<file path="src/rtl/wpw_pkg.sv">
`timescale 1ns/1ps
package wpw_pkg;

  typedef enum logic [2:0] {
    FR_IDLE,
    FR_ARM,
    FR_DISARM,
    FR_WRITE,
    FR_IGNORE
  } frame_kind_e;

  // next position inside a page, wrapping back to its first slot
  function automatic int unsigned wrap_next(int unsigned pos, int unsigned page);
    return (pos + 1) % page;
  endfunction

  // the copy phase occupies the first 'page' cycles of the programming cycle
  function automatic logic in_copy_window(int unsigned cnt, int unsigned page);
    return cnt < page;
  endfunction

endpackage

</file>
<file path="src/rtl/wpw_frame_tracker.sv">
`timescale 1ns/1ps
module wpw_frame_tracker
  import wpw_pkg::*;
(
  input  logic clk,
  input  logic rst_n,
  input  logic wip_i,
  input  logic wel_i,
  input  logic has_data_i,
  input  logic cmd_arm_i,
  input  logic cmd_disarm_i,
  input  logic cmd_write_i,
  input  logic addr_vld_i,
  input  logic data_vld_i,
  input  logic cs_rise_i,
  input  logic at_byte_bnd_i,
  output logic ld_addr_o,
  output logic ld_data_o,
  output logic wel_set_o,
  output logic wel_clr_o,
  output logic commit_o
);

  frame_kind_e kind_q;
  logic        spoil_q;
  logic        addr_seen_q;
  logic        any_cmd;
  logic        any_byte;
  logic        clean_end;

  assign any_cmd   = cmd_arm_i | cmd_disarm_i | cmd_write_i;
  assign any_byte  = any_cmd | addr_vld_i | data_vld_i;
  assign clean_end = cs_rise_i & at_byte_bnd_i & ~wip_i;

  assign ld_addr_o = (kind_q == FR_WRITE) & addr_vld_i & ~addr_seen_q;
  assign ld_data_o = (kind_q == FR_WRITE) & data_vld_i & addr_seen_q;
  assign wel_set_o = clean_end & (kind_q == FR_ARM) & ~spoil_q;
  assign wel_clr_o = clean_end & (kind_q == FR_DISARM) & ~spoil_q;
  assign commit_o  = clean_end & (kind_q == FR_WRITE) & addr_seen_q & has_data_i & wel_i;

  always_ff @(posedge clk or negedge rst_n) begin
    if (!rst_n) begin
      kind_q      <= FR_IDLE;
      spoil_q     <= 1'b0;
      addr_seen_q <= 1'b0;
    end else if (cs_rise_i) begin
      kind_q      <= FR_IDLE;
      spoil_q     <= 1'b0;
      addr_seen_q <= 1'b0;
    end else begin
      if (kind_q == FR_IDLE && any_cmd) begin
        if (wip_i)             kind_q <= FR_IGNORE;
        else if (cmd_arm_i)    kind_q <= FR_ARM;
        else if (cmd_disarm_i) kind_q <= FR_DISARM;
        else                   kind_q <= FR_WRITE;
      end else if ((kind_q == FR_ARM || kind_q == FR_DISARM) && any_byte) begin
        spoil_q <= 1'b1;
      end
      if (ld_addr_o) addr_seen_q <= 1'b1;
    end
  end

endmodule

</file>
<file path="src/rtl/wpw_page_buffer.sv">
`timescale 1ns/1ps
module wpw_page_buffer #(
  parameter int ADDR_W     = 8,
  parameter int DATA_W     = 8,
  parameter int PAGE_BYTES = 16
) (
  input  logic                                  clk,
  input  logic                                  rst_n,
  input  logic                                  ld_addr_i,
  input  logic [ADDR_W-1:0]                     addr_i,
  input  logic                                  ld_data_i,
  input  logic [DATA_W-1:0]                     data_i,
  input  logic [$clog2(PAGE_BYTES)-1:0]         rd_slot_i,
  output logic [ADDR_W-$clog2(PAGE_BYTES)-1:0]  base_o,
  output logic                                  has_data_o,
  output logic                                  rd_loaded_o,
  output logic [DATA_W-1:0]                     rd_data_o
);

  localparam int PTR_W  = $clog2(PAGE_BYTES);
  localparam int BASE_W = ADDR_W - PTR_W;

  logic [PTR_W-1:0]             ptr_q;
  logic [BASE_W-1:0]            base_q;
  logic [PAGE_BYTES-1:0]        mask_w;
  logic [PAGE_BYTES*DATA_W-1:0] data_w;

  always_ff @(posedge clk or negedge rst_n) begin
    if (!rst_n) begin
      ptr_q  <= '0;
      base_q <= '0;
    end else if (ld_addr_i) begin
      ptr_q  <= addr_i[PTR_W-1:0];
      base_q <= addr_i[ADDR_W-1:PTR_W];
    end else if (ld_data_i) begin
      ptr_q  <= PTR_W'(wpw_pkg::wrap_next(int'(ptr_q), PAGE_BYTES));
    end
  end

  for (genvar s = 0; s < PAGE_BYTES; s++) begin : g_slot
    logic [DATA_W-1:0] byte_q;
    logic              used_q;
    always_ff @(posedge clk or negedge rst_n) begin
      if (!rst_n) begin
        byte_q <= '0;
        used_q <= 1'b0;
      end else if (ld_addr_i) begin
        used_q <= 1'b0;
      end else if (ld_data_i && ptr_q == PTR_W'(s)) begin
        byte_q <= data_i;
        used_q <= 1'b1;
      end
    end
    assign mask_w[s]                    = used_q;
    assign data_w[s*DATA_W +: DATA_W]   = byte_q;
  end

  assign base_o      = base_q;
  assign has_data_o  = |mask_w;
  assign rd_loaded_o = mask_w[rd_slot_i];
  assign rd_data_o   = data_w[rd_slot_i*DATA_W +: DATA_W];

endmodule

</file>
<file path="src/rtl/wpw_cycle_timer.sv">
`timescale 1ns/1ps
module wpw_cycle_timer #(
  parameter int TWC        = 32,
  parameter int PAGE_BYTES = 16
) (
  input  logic                          clk,
  input  logic                          rst_n,
  input  logic                          start_i,
  output logic                          wip_o,
  output logic                          copy_o,
  output logic [$clog2(PAGE_BYTES)-1:0] slot_o,
  output logic                          done_o
);

  localparam int PTR_W = $clog2(PAGE_BYTES);
  localparam int CNT_W = $clog2(TWC + PAGE_BYTES + 1);

  logic             wip_q;
  logic [CNT_W-1:0] cnt_q;

  assign done_o = wip_q & (cnt_q == CNT_W'(TWC - 1));
  assign copy_o = wip_q & wpw_pkg::in_copy_window(int'(cnt_q), PAGE_BYTES);
  assign slot_o = cnt_q[PTR_W-1:0];
  assign wip_o  = wip_q;

  always_ff @(posedge clk or negedge rst_n) begin
    if (!rst_n) begin
      wip_q <= 1'b0;
      cnt_q <= '0;
    end else if (start_i && !wip_q) begin
      wip_q <= 1'b1;
      cnt_q <= '0;
    end else if (wip_q) begin
      if (done_o) wip_q <= 1'b0;
      cnt_q <= cnt_q + 1'b1;
    end
  end

endmodule

</file>
<file path="src/rtl/wel_page_writer.sv">
`timescale 1ns/1ps
module wel_page_writer #(
  parameter int ADDR_W     = 8,
  parameter int DATA_W     = 8,
  parameter int PAGE_BYTES = 16,
  parameter int TWC        = 32
) (
  input  logic              clk,
  input  logic              rst_n,
  input  logic              cmd_arm_i,
  input  logic              cmd_disarm_i,
  input  logic              cmd_write_i,
  input  logic              addr_vld_i,
  input  logic [ADDR_W-1:0] addr_i,
  input  logic              data_vld_i,
  input  logic [DATA_W-1:0] data_i,
  input  logic              cs_rise_i,
  input  logic              at_byte_bnd_i,
  output logic              wel_o,
  output logic              wip_o,
  output logic              mem_we_o,
  output logic [ADDR_W-1:0] mem_addr_o,
  output logic [DATA_W-1:0] mem_wdata_o
);

  localparam int PTR_W  = $clog2(PAGE_BYTES);
  localparam int BASE_W = ADDR_W - PTR_W;

  // named internal events
  logic              ev_ld_addr;
  logic              ev_ld_data;
  logic              ev_wel_set;
  logic              ev_wel_clr;
  logic              ev_commit;
  logic              ev_cyc_done;
  logic              copy_en;
  logic              wip;
  logic              has_data;
  logic              slot_loaded;
  logic [PTR_W-1:0]  slot;
  logic [BASE_W-1:0] base;
  logic [DATA_W-1:0] slot_data;
  logic              wel_q;

  wpw_frame_tracker u_frame (
    .clk           (clk),
    .rst_n         (rst_n),
    .wip_i         (wip),
    .wel_i         (wel_q),
    .has_data_i    (has_data),
    .cmd_arm_i     (cmd_arm_i),
    .cmd_disarm_i  (cmd_disarm_i),
    .cmd_write_i   (cmd_write_i),
    .addr_vld_i    (addr_vld_i),
    .data_vld_i    (data_vld_i),
    .cs_rise_i     (cs_rise_i),
    .at_byte_bnd_i (at_byte_bnd_i),
    .ld_addr_o     (ev_ld_addr),
    .ld_data_o     (ev_ld_data),
    .wel_set_o     (ev_wel_set),
    .wel_clr_o     (ev_wel_clr),
    .commit_o      (ev_commit)
  );

  wpw_page_buffer #(
    .ADDR_W     (ADDR_W),
    .DATA_W     (DATA_W),
    .PAGE_BYTES (PAGE_BYTES)
  ) u_buf (
    .clk         (clk),
    .rst_n       (rst_n),
    .ld_addr_i   (ev_ld_addr),
    .addr_i      (addr_i),
    .ld_data_i   (ev_ld_data),
    .data_i      (data_i),
    .rd_slot_i   (slot),
    .base_o      (base),
    .has_data_o  (has_data),
    .rd_loaded_o (slot_loaded),
    .rd_data_o   (slot_data)
  );

  wpw_cycle_timer #(
    .TWC        (TWC),
    .PAGE_BYTES (PAGE_BYTES)
  ) u_timer (
    .clk     (clk),
    .rst_n   (rst_n),
    .start_i (ev_commit),
    .wip_o   (wip),
    .copy_o  (copy_en),
    .slot_o  (slot),
    .done_o  (ev_cyc_done)
  );

  always_ff @(posedge clk or negedge rst_n) begin
    if (!rst_n)           wel_q <= 1'b0;
    else if (ev_cyc_done) wel_q <= 1'b0;
    else if (ev_wel_set)  wel_q <= 1'b1;
    else if (ev_wel_clr)  wel_q <= 1'b0;
  end

  assign wel_o       = wel_q;
  assign wip_o       = wip;
  assign mem_we_o    = copy_en & slot_loaded;
  assign mem_addr_o  = {base, slot};
  assign mem_wdata_o = slot_data;

endmodule

</file>
<file path="config.mk">
export PLATFORM = sky130hd
export DESIGN_NAME = wel_page_writer
export DESIGN_NICKNAME = d
export VERILOG_FILES = /design/src/rtl/wpw_pkg.sv /design/src/rtl/wpw_frame_tracker.sv /design/src/rtl/wpw_page_buffer.sv /design/src/rtl/wpw_cycle_timer.sv /design/src/rtl/wel_page_writer.sv
export SDC_FILE = /design/constraint.sdc
export NUM_CORES = 1
export LEC_CHECK = 0
export ABC_AREA = 1
export BUFFER_PORTS_ARGS = -buffer_cell sky130_fd_sc_hd__clkbuf_2
export CORE_MARGIN = 4
export CORE_UTILIZATION = 50
export DETAILED_ROUTE_END_ITERATION = 16
export PLACE_DENSITY = 0.68
export SLEW_MARGIN = 20
export SYNTH_ARGS = -nofsm -noshare
export SYNTH_HDL_FRONTEND = slang
export SYNTH_HIERARCHICAL = 1
export SYNTH_SLANG_ARGS = --single-unit
</file>
<file path="constraint.sdc">
create_clock -name clk -period 3.7 [get_ports clk]
set_input_delay 0.185 -clock clk [delete_from_list [all_inputs] [get_ports clk]]
set_output_delay 0.185 -clock clk [all_outputs]
set_load 0.1 [all_outputs]
</file>
# [Word-level counts from Yosys, hierarchy flattened]
# Cells that the tools add are included.
[classes] addsub=2 reduce_logical=63 shifts=1 order_cmp=2 n_mux=54 bitwise=25 eq_ne=20
[ops] operator="$shiftx 128x8->8" count=1
[ops] operator="$mux 1" count=45
[ops] operator="$reduce_bool 2->1" count=21
[ops] operator="$reduce_and 2->1" count=17
[ops] operator="$eq 4x4->1 const B" count=8
[ops] operator="$logic_and 1x1->1" count=19
[ops] operator="$and 1x1->1" count=17
[ops] operator="$eq 4x3->1 const B" count=4
[ops] operator="$reduce_or 16->1" count=1
[ops] operator="$mux 3" count=4
[ops] operator="$mux 6" count=2
[ops] operator="$eq 4x2->1 const B" count=2
[ops] operator="$mux 4" count=2
[ops] operator="$add 6x1->6 const B" count=1
[ops] operator="$eq 3x2->1 const B" count=2
[ops] operator="$eq 6x5->1 const B" count=1
[ops] operator="$lt 6x5->1 const B" count=1
[ops] operator="$lt 4x5->1 const B" count=1
[ops] operator="$add 4x1->4 const B" count=1
[ops] operator="$bmux 1 s4" count=1
[ops] operator="$eq 4x1->1 const B" count=1
[ops] operator="$logic_not 4->1" count=1
[ops] operator="$not 1->1" count=4
[ops] operator="$or 1x1->1" count=4
[ops] operator="other kinds (6)" count=6
[word_totals] register_bits=165 in_bits=25 out_inout_bits=19

# [Longest topological paths before layout]
[logic_depth] depth_word=8 mapped_depth=11 ltp_nobuf=11

# [Hierarchy]
# Netlist, hierarchy kept.
[by_module_without_submodules] module="wpw_page_buffer" cells_per_inst=976 area_per_inst_um2=7588.5 instances=1 seq_area_each_um2=3803.6
[by_module_without_submodules] module="wpw_cycle_timer" cells_per_inst=51 area_per_inst_um2=384.1 instances=1 seq_area_each_um2=175.2
[by_module_without_submodules] module="wpw_frame_tracker" cells_per_inst=50 area_per_inst_um2=334.1 instances=1 seq_area_each_um2=125.1
[by_module_without_submodules] module="wel_page_writer" cells_per_inst=7 area_per_inst_um2=52.6 instances=1 seq_area_each_um2=25.0

# [Least setup slack after synthesis]
# No wires, ideal clock.
[synth_timing] path_type="reg2out" start="reg u_timer.cnt_q[1]" end="out mem_we_o" path_stages_with_launch=10 setup_slack_ns=1.406 path_buffers=3 arrival_ns=2.109 required_time_ns=3.515 path_cell_list="dfrtp_1 buf_4 buf_2 clkbuf_1 nand3_1 nand3_1 nand3_1 nand2_1 nand2_1 inv_1"
[synth_between] elab_chain_cells=3 elab_cells_between_ends=5 cone_classes="order compare: 1; mux: 2; bitwise: 2"
[synth_rtl] element="start, declared" line_no="wpw_cycle_timer.sv:19" text="logic [CNT_W-1:0] cnt_q;"
[synth_rtl] element="start signal, assigned" line_no="wpw_cycle_timer.sv:35" text="cnt_q <= cnt_q + 1'b1;"
[synth_rtl] element="$bmux 1 s4" line_no="wpw_page_buffer.sv:60" text="assign rd_loaded_o = mask_w[rd_slot_i];"
[synth_rtl] element="$mux 1 (not written as such)" line_no="wpw_page_buffer.sv:60"
[synth_rtl] element="named net slot_loaded" line_no="wel_page_writer.sv:39" text="logic slot_loaded;"
[synth_rtl] element="$and 1x1->1" line_no="wel_page_writer.sv:105" text="assign mem_we_o = copy_en & slot_loaded;"
[synth_rtl] element="end, declared" line_no="wel_page_writer.sv:21" text="output logic mem_we_o,"
# The timed path passes the listed nets, and every way through them passes these cells. The select of a mux whose other input is x is not followed.

# [Worst setup path after layout]
[layout_timing] start="reg u_timer.cnt_q[0]" end="out mem_wdata_o[0]"
[layout_between] elab_chain_cells=1
[layout_rtl] element="$shiftx 128x8->8" line_no="wpw_page_buffer.sv:61" text="assign rd_data_o = data_w[rd_slot_i*DATA_W +: DATA_W];"
[layout_rtl] element="end, declared" line_no="wel_page_writer.sv:23" text="output logic [DATA_W-1:0] mem_wdata_o"
# No other way between the ends.

==> qor.yml <==
dp_cells: 1295
fin_crit_sh: 0.7488
core_region_area_sq_mm: 0.01647
dr_wl_met2_um: 9812
synth-edff-count: 0
dp_hpwl_um: 12650
drv_slew: 0
nets: 1134
status: "finished, final reports clean"
n_antenna_cell: 0
yosys_warnings: 6
r2r_setup_slack_ns: 1.33
vdd_drop_max_uv: 411.2
setup_violations: 0
slew_headroom: 0.3576
min_path_type: "input pin to flop"
avgSynthCellArea_sq_um: 7.712
cp.required_ns: 3.51
cp-start-kind: "flop"
path_class: "flop to output port"
postSynthCellCount: 1084
cp-startpoint: "u_timer/cnt_q[0]"
rsz0062_at_grt: "false"
worstMarginPinSlew_ns: 0.9636
cts_made_buffers: 17
gp_congestion: 0.8072
grt_pass1_wl_um: 34690
synthesis.area_sq_mm: 0.008359
synth_nets: 1114
drc_errors: 0
topRoutingLayerUsed: "met4"
routed_via_density: 5.199
cts_resized: 0
power.leakage_nw: 4.534
finalSetupTns_ns: 0
yosysUniqueCellTypes: 34
synth_seq_cells: 165
drtAntennaViolNets: 0
die_w_um: 137.3
cts_sinks: 165
synth.area.top_cells: "dfrtp_1 (49%), nand2_1 (16%), o21ai_1 (7.6%)"
first_iter_violations: 613
num_rows: 47
p_total_mw: 5.616
arrival_ns: 2.59
hold_violations: 0
cts_root_buf: "clkbuf_16"
instances_no_fill: 1335
synth-main-ff-cell: "dfrtp_1"
ios: 44
power.density_mw_per_mm2: 605.4
start_util: 0.5077
grt_pass1_vias: 6722
dieHeight_um: 137.3
grtUsageTotal: 0.2391
r2r_end: "u_buf/g_slot[13].byte_q[1]"
yosysTopAreaCellShare: 0.4939
synth.most_common_cell: "nand2_1"
crit_path_end: "mem_wdata_o[0]"
nFillCells: 1530
max-clock-path-buffers: 2
dr.pass1.iters: 6
crit_fanout: 27
clock_skew_ns: 0.007259
wl_um: 20980
synth_largest_area_cell: "dfrtp_1"
port_buffers: 43
grt_overflow: 0
reg2reg_depth: 7
wl_per_cell_um: 15.71
r2r-start: "u_frame/kind_q[0]"
antenna_found_initial: 0
async_reset_ff_frac: 1.000
tritoncts: "built"
drive_above_1_share: 0.1247
vias: 6941
path_clk_slew_ns: 0.06
max_cap_violations: 0
dieArea_sq_mm: 0.01885
wl_met1_um: 9533
yosysSeqAreaShare: 0.4939
htreeDepth: 4
insertion_delay_ns: 0.43
area_growth_pct: 10.99
endpoint_kind: "output port"
dr_wl_met3_um: 1275
min_period_ns: 2.771
maxClockFrequency_mhz: 360.9
grt_max_degree: 103
synthTopCellsByCount: "nand2_1 (362), dfrtp_1 (165), inv_1 (138)"
-- sequential cells by signal, indices dropped and copies added (netlist names) --
| register | count |
|---|---|
| u_buf/g_slot.byte_q | 128 |
| u_frame/spoil_q | 1 |
| u_frame/kind_q | 3 |
| u_buf/ptr_q | 4 |
| wel_o | 1 |
| u_buf/g_slot.used_q | 16 |
| u_timer/cnt_q | 6 |
| u_frame/addr_seen_q | 1 |
| u_timer/wip_o | 1 |
| u_buf/base_o | 4 |
-- cells by family (layout without fill, tap and decap cells) --
| group | count (synthesis) | in the layout | synth area share |
|---|---|---|---|
| xor gates and xnor gates | 2 | 2 | 0.002096 |
| adders and majority gates | 5 | 5 | 0.007484 |
| AOI/OAI and AO/OA | 155 | 155 | 0.1019 |
| and+or+nand+nor | 547 | 547 | 0.2881 |
| buffers and inverters | 210 | 241 | 0.1064 |
| DFF | 165 | 165 | 0.4939 |
-- layer usage --
layer,vias to the layer above,global-route usage
met5,-,0
met4,0,0.07650
met3,28,0.05113
met2,201,0.3866
met1,3271,0.3228
li1,3441,-
-- through the flow --
stage          hold slack, ns  area (sq um)  setup slack [ns]  utilization
4_1_cts               0.01764          9278            0.9367       0.5635
6_report              0.03190          9278            0.9295       0.5635
5_1_grt               0.05438          9278            0.7607       0.5635
3_5_place_dp           0.3811          8623             1.389       0.5237
3_3_place_gp           0.3760          8623             1.430       0.5237
2_1_floorplan         -0.1106          8359             1.406            -
-- worst max-delay path, stage by stage, from the launching register on --
cell and delay (ns):
dfrtp_2 0.40, inv_2 0.42, buf_4 0.35, nand2_1 0.09, nand2_1 0.07, nand2_1 0.06
nand3_1 0.09, nand3_1 0.09, nand2_1 0.10, clkbuf_2 0.46
-- placed cells by master (no fill, tap or decap), types with 4 or more instances in the layout --
cell type and instances:
inv_2 9, nor2_1 18, buf_4 7, nand3_1 124, clkinv_2 4, nor2_2 7
clkbuf_8 5, nand4_1 8, o21ai_0 4, dlygate4sd3_1 10, o21ai_1 127, ha_1 5
inv_1 138, clkbuf_16 17, clkbuf_1 4, nand2_1 362, nand2_2 14, clkbuf_2 42
dfrtp_1 164, o21ai_2 16
-- cell type report --
class / count / area [sq um] / share of cell area
inverters: 149 / 560.5 / 0.06042
well taps: 220 / 275.3 / 0.02967
flip-flops and latches: 165 / 4130 / 0.4452
repair buffers: 62 / 414.1 / 0.04464
clock buffers: 26 / 509.2 / 0.05489
multi-input cells: 709 / 3343 / 0.3604
clock inverters: 4 / 45.04 / 0.004855
-- worst min path at each step --
stage               startpoint                    endpoint  slack (ns)  cells after the start
floorplan                rst_n             u_buf/base_o[0]       -0.11                      0
global placement         rst_n   u_buf/g_slot[8].byte_q[5]        0.38                      1
detailed placement       rst_n  u_buf/g_slot[10].byte_q[5]        0.38                      1
CTS                  cmd_arm_i           u_frame/kind_q[1]        0.02                      4
global route         cmd_arm_i           u_frame/kind_q[1]        0.05                      4
finish               cmd_arm_i           u_frame/kind_q[1]        0.03                      4
-- report_power, final --
part / switching (mW) / internal (mW)
Sequential: 0.143 / 1.96
Combinational: 1.39 / 0.431
Clock: 0.686 / 1.00
Total: 2.22 / 3.40
-- repair_timing --
action                    CTS  global route
hold buffers               10             0
buffers inserted            0             0
hold endpoints to repair  109             0
No activity file was read; power rests on OpenSTA's default activity.
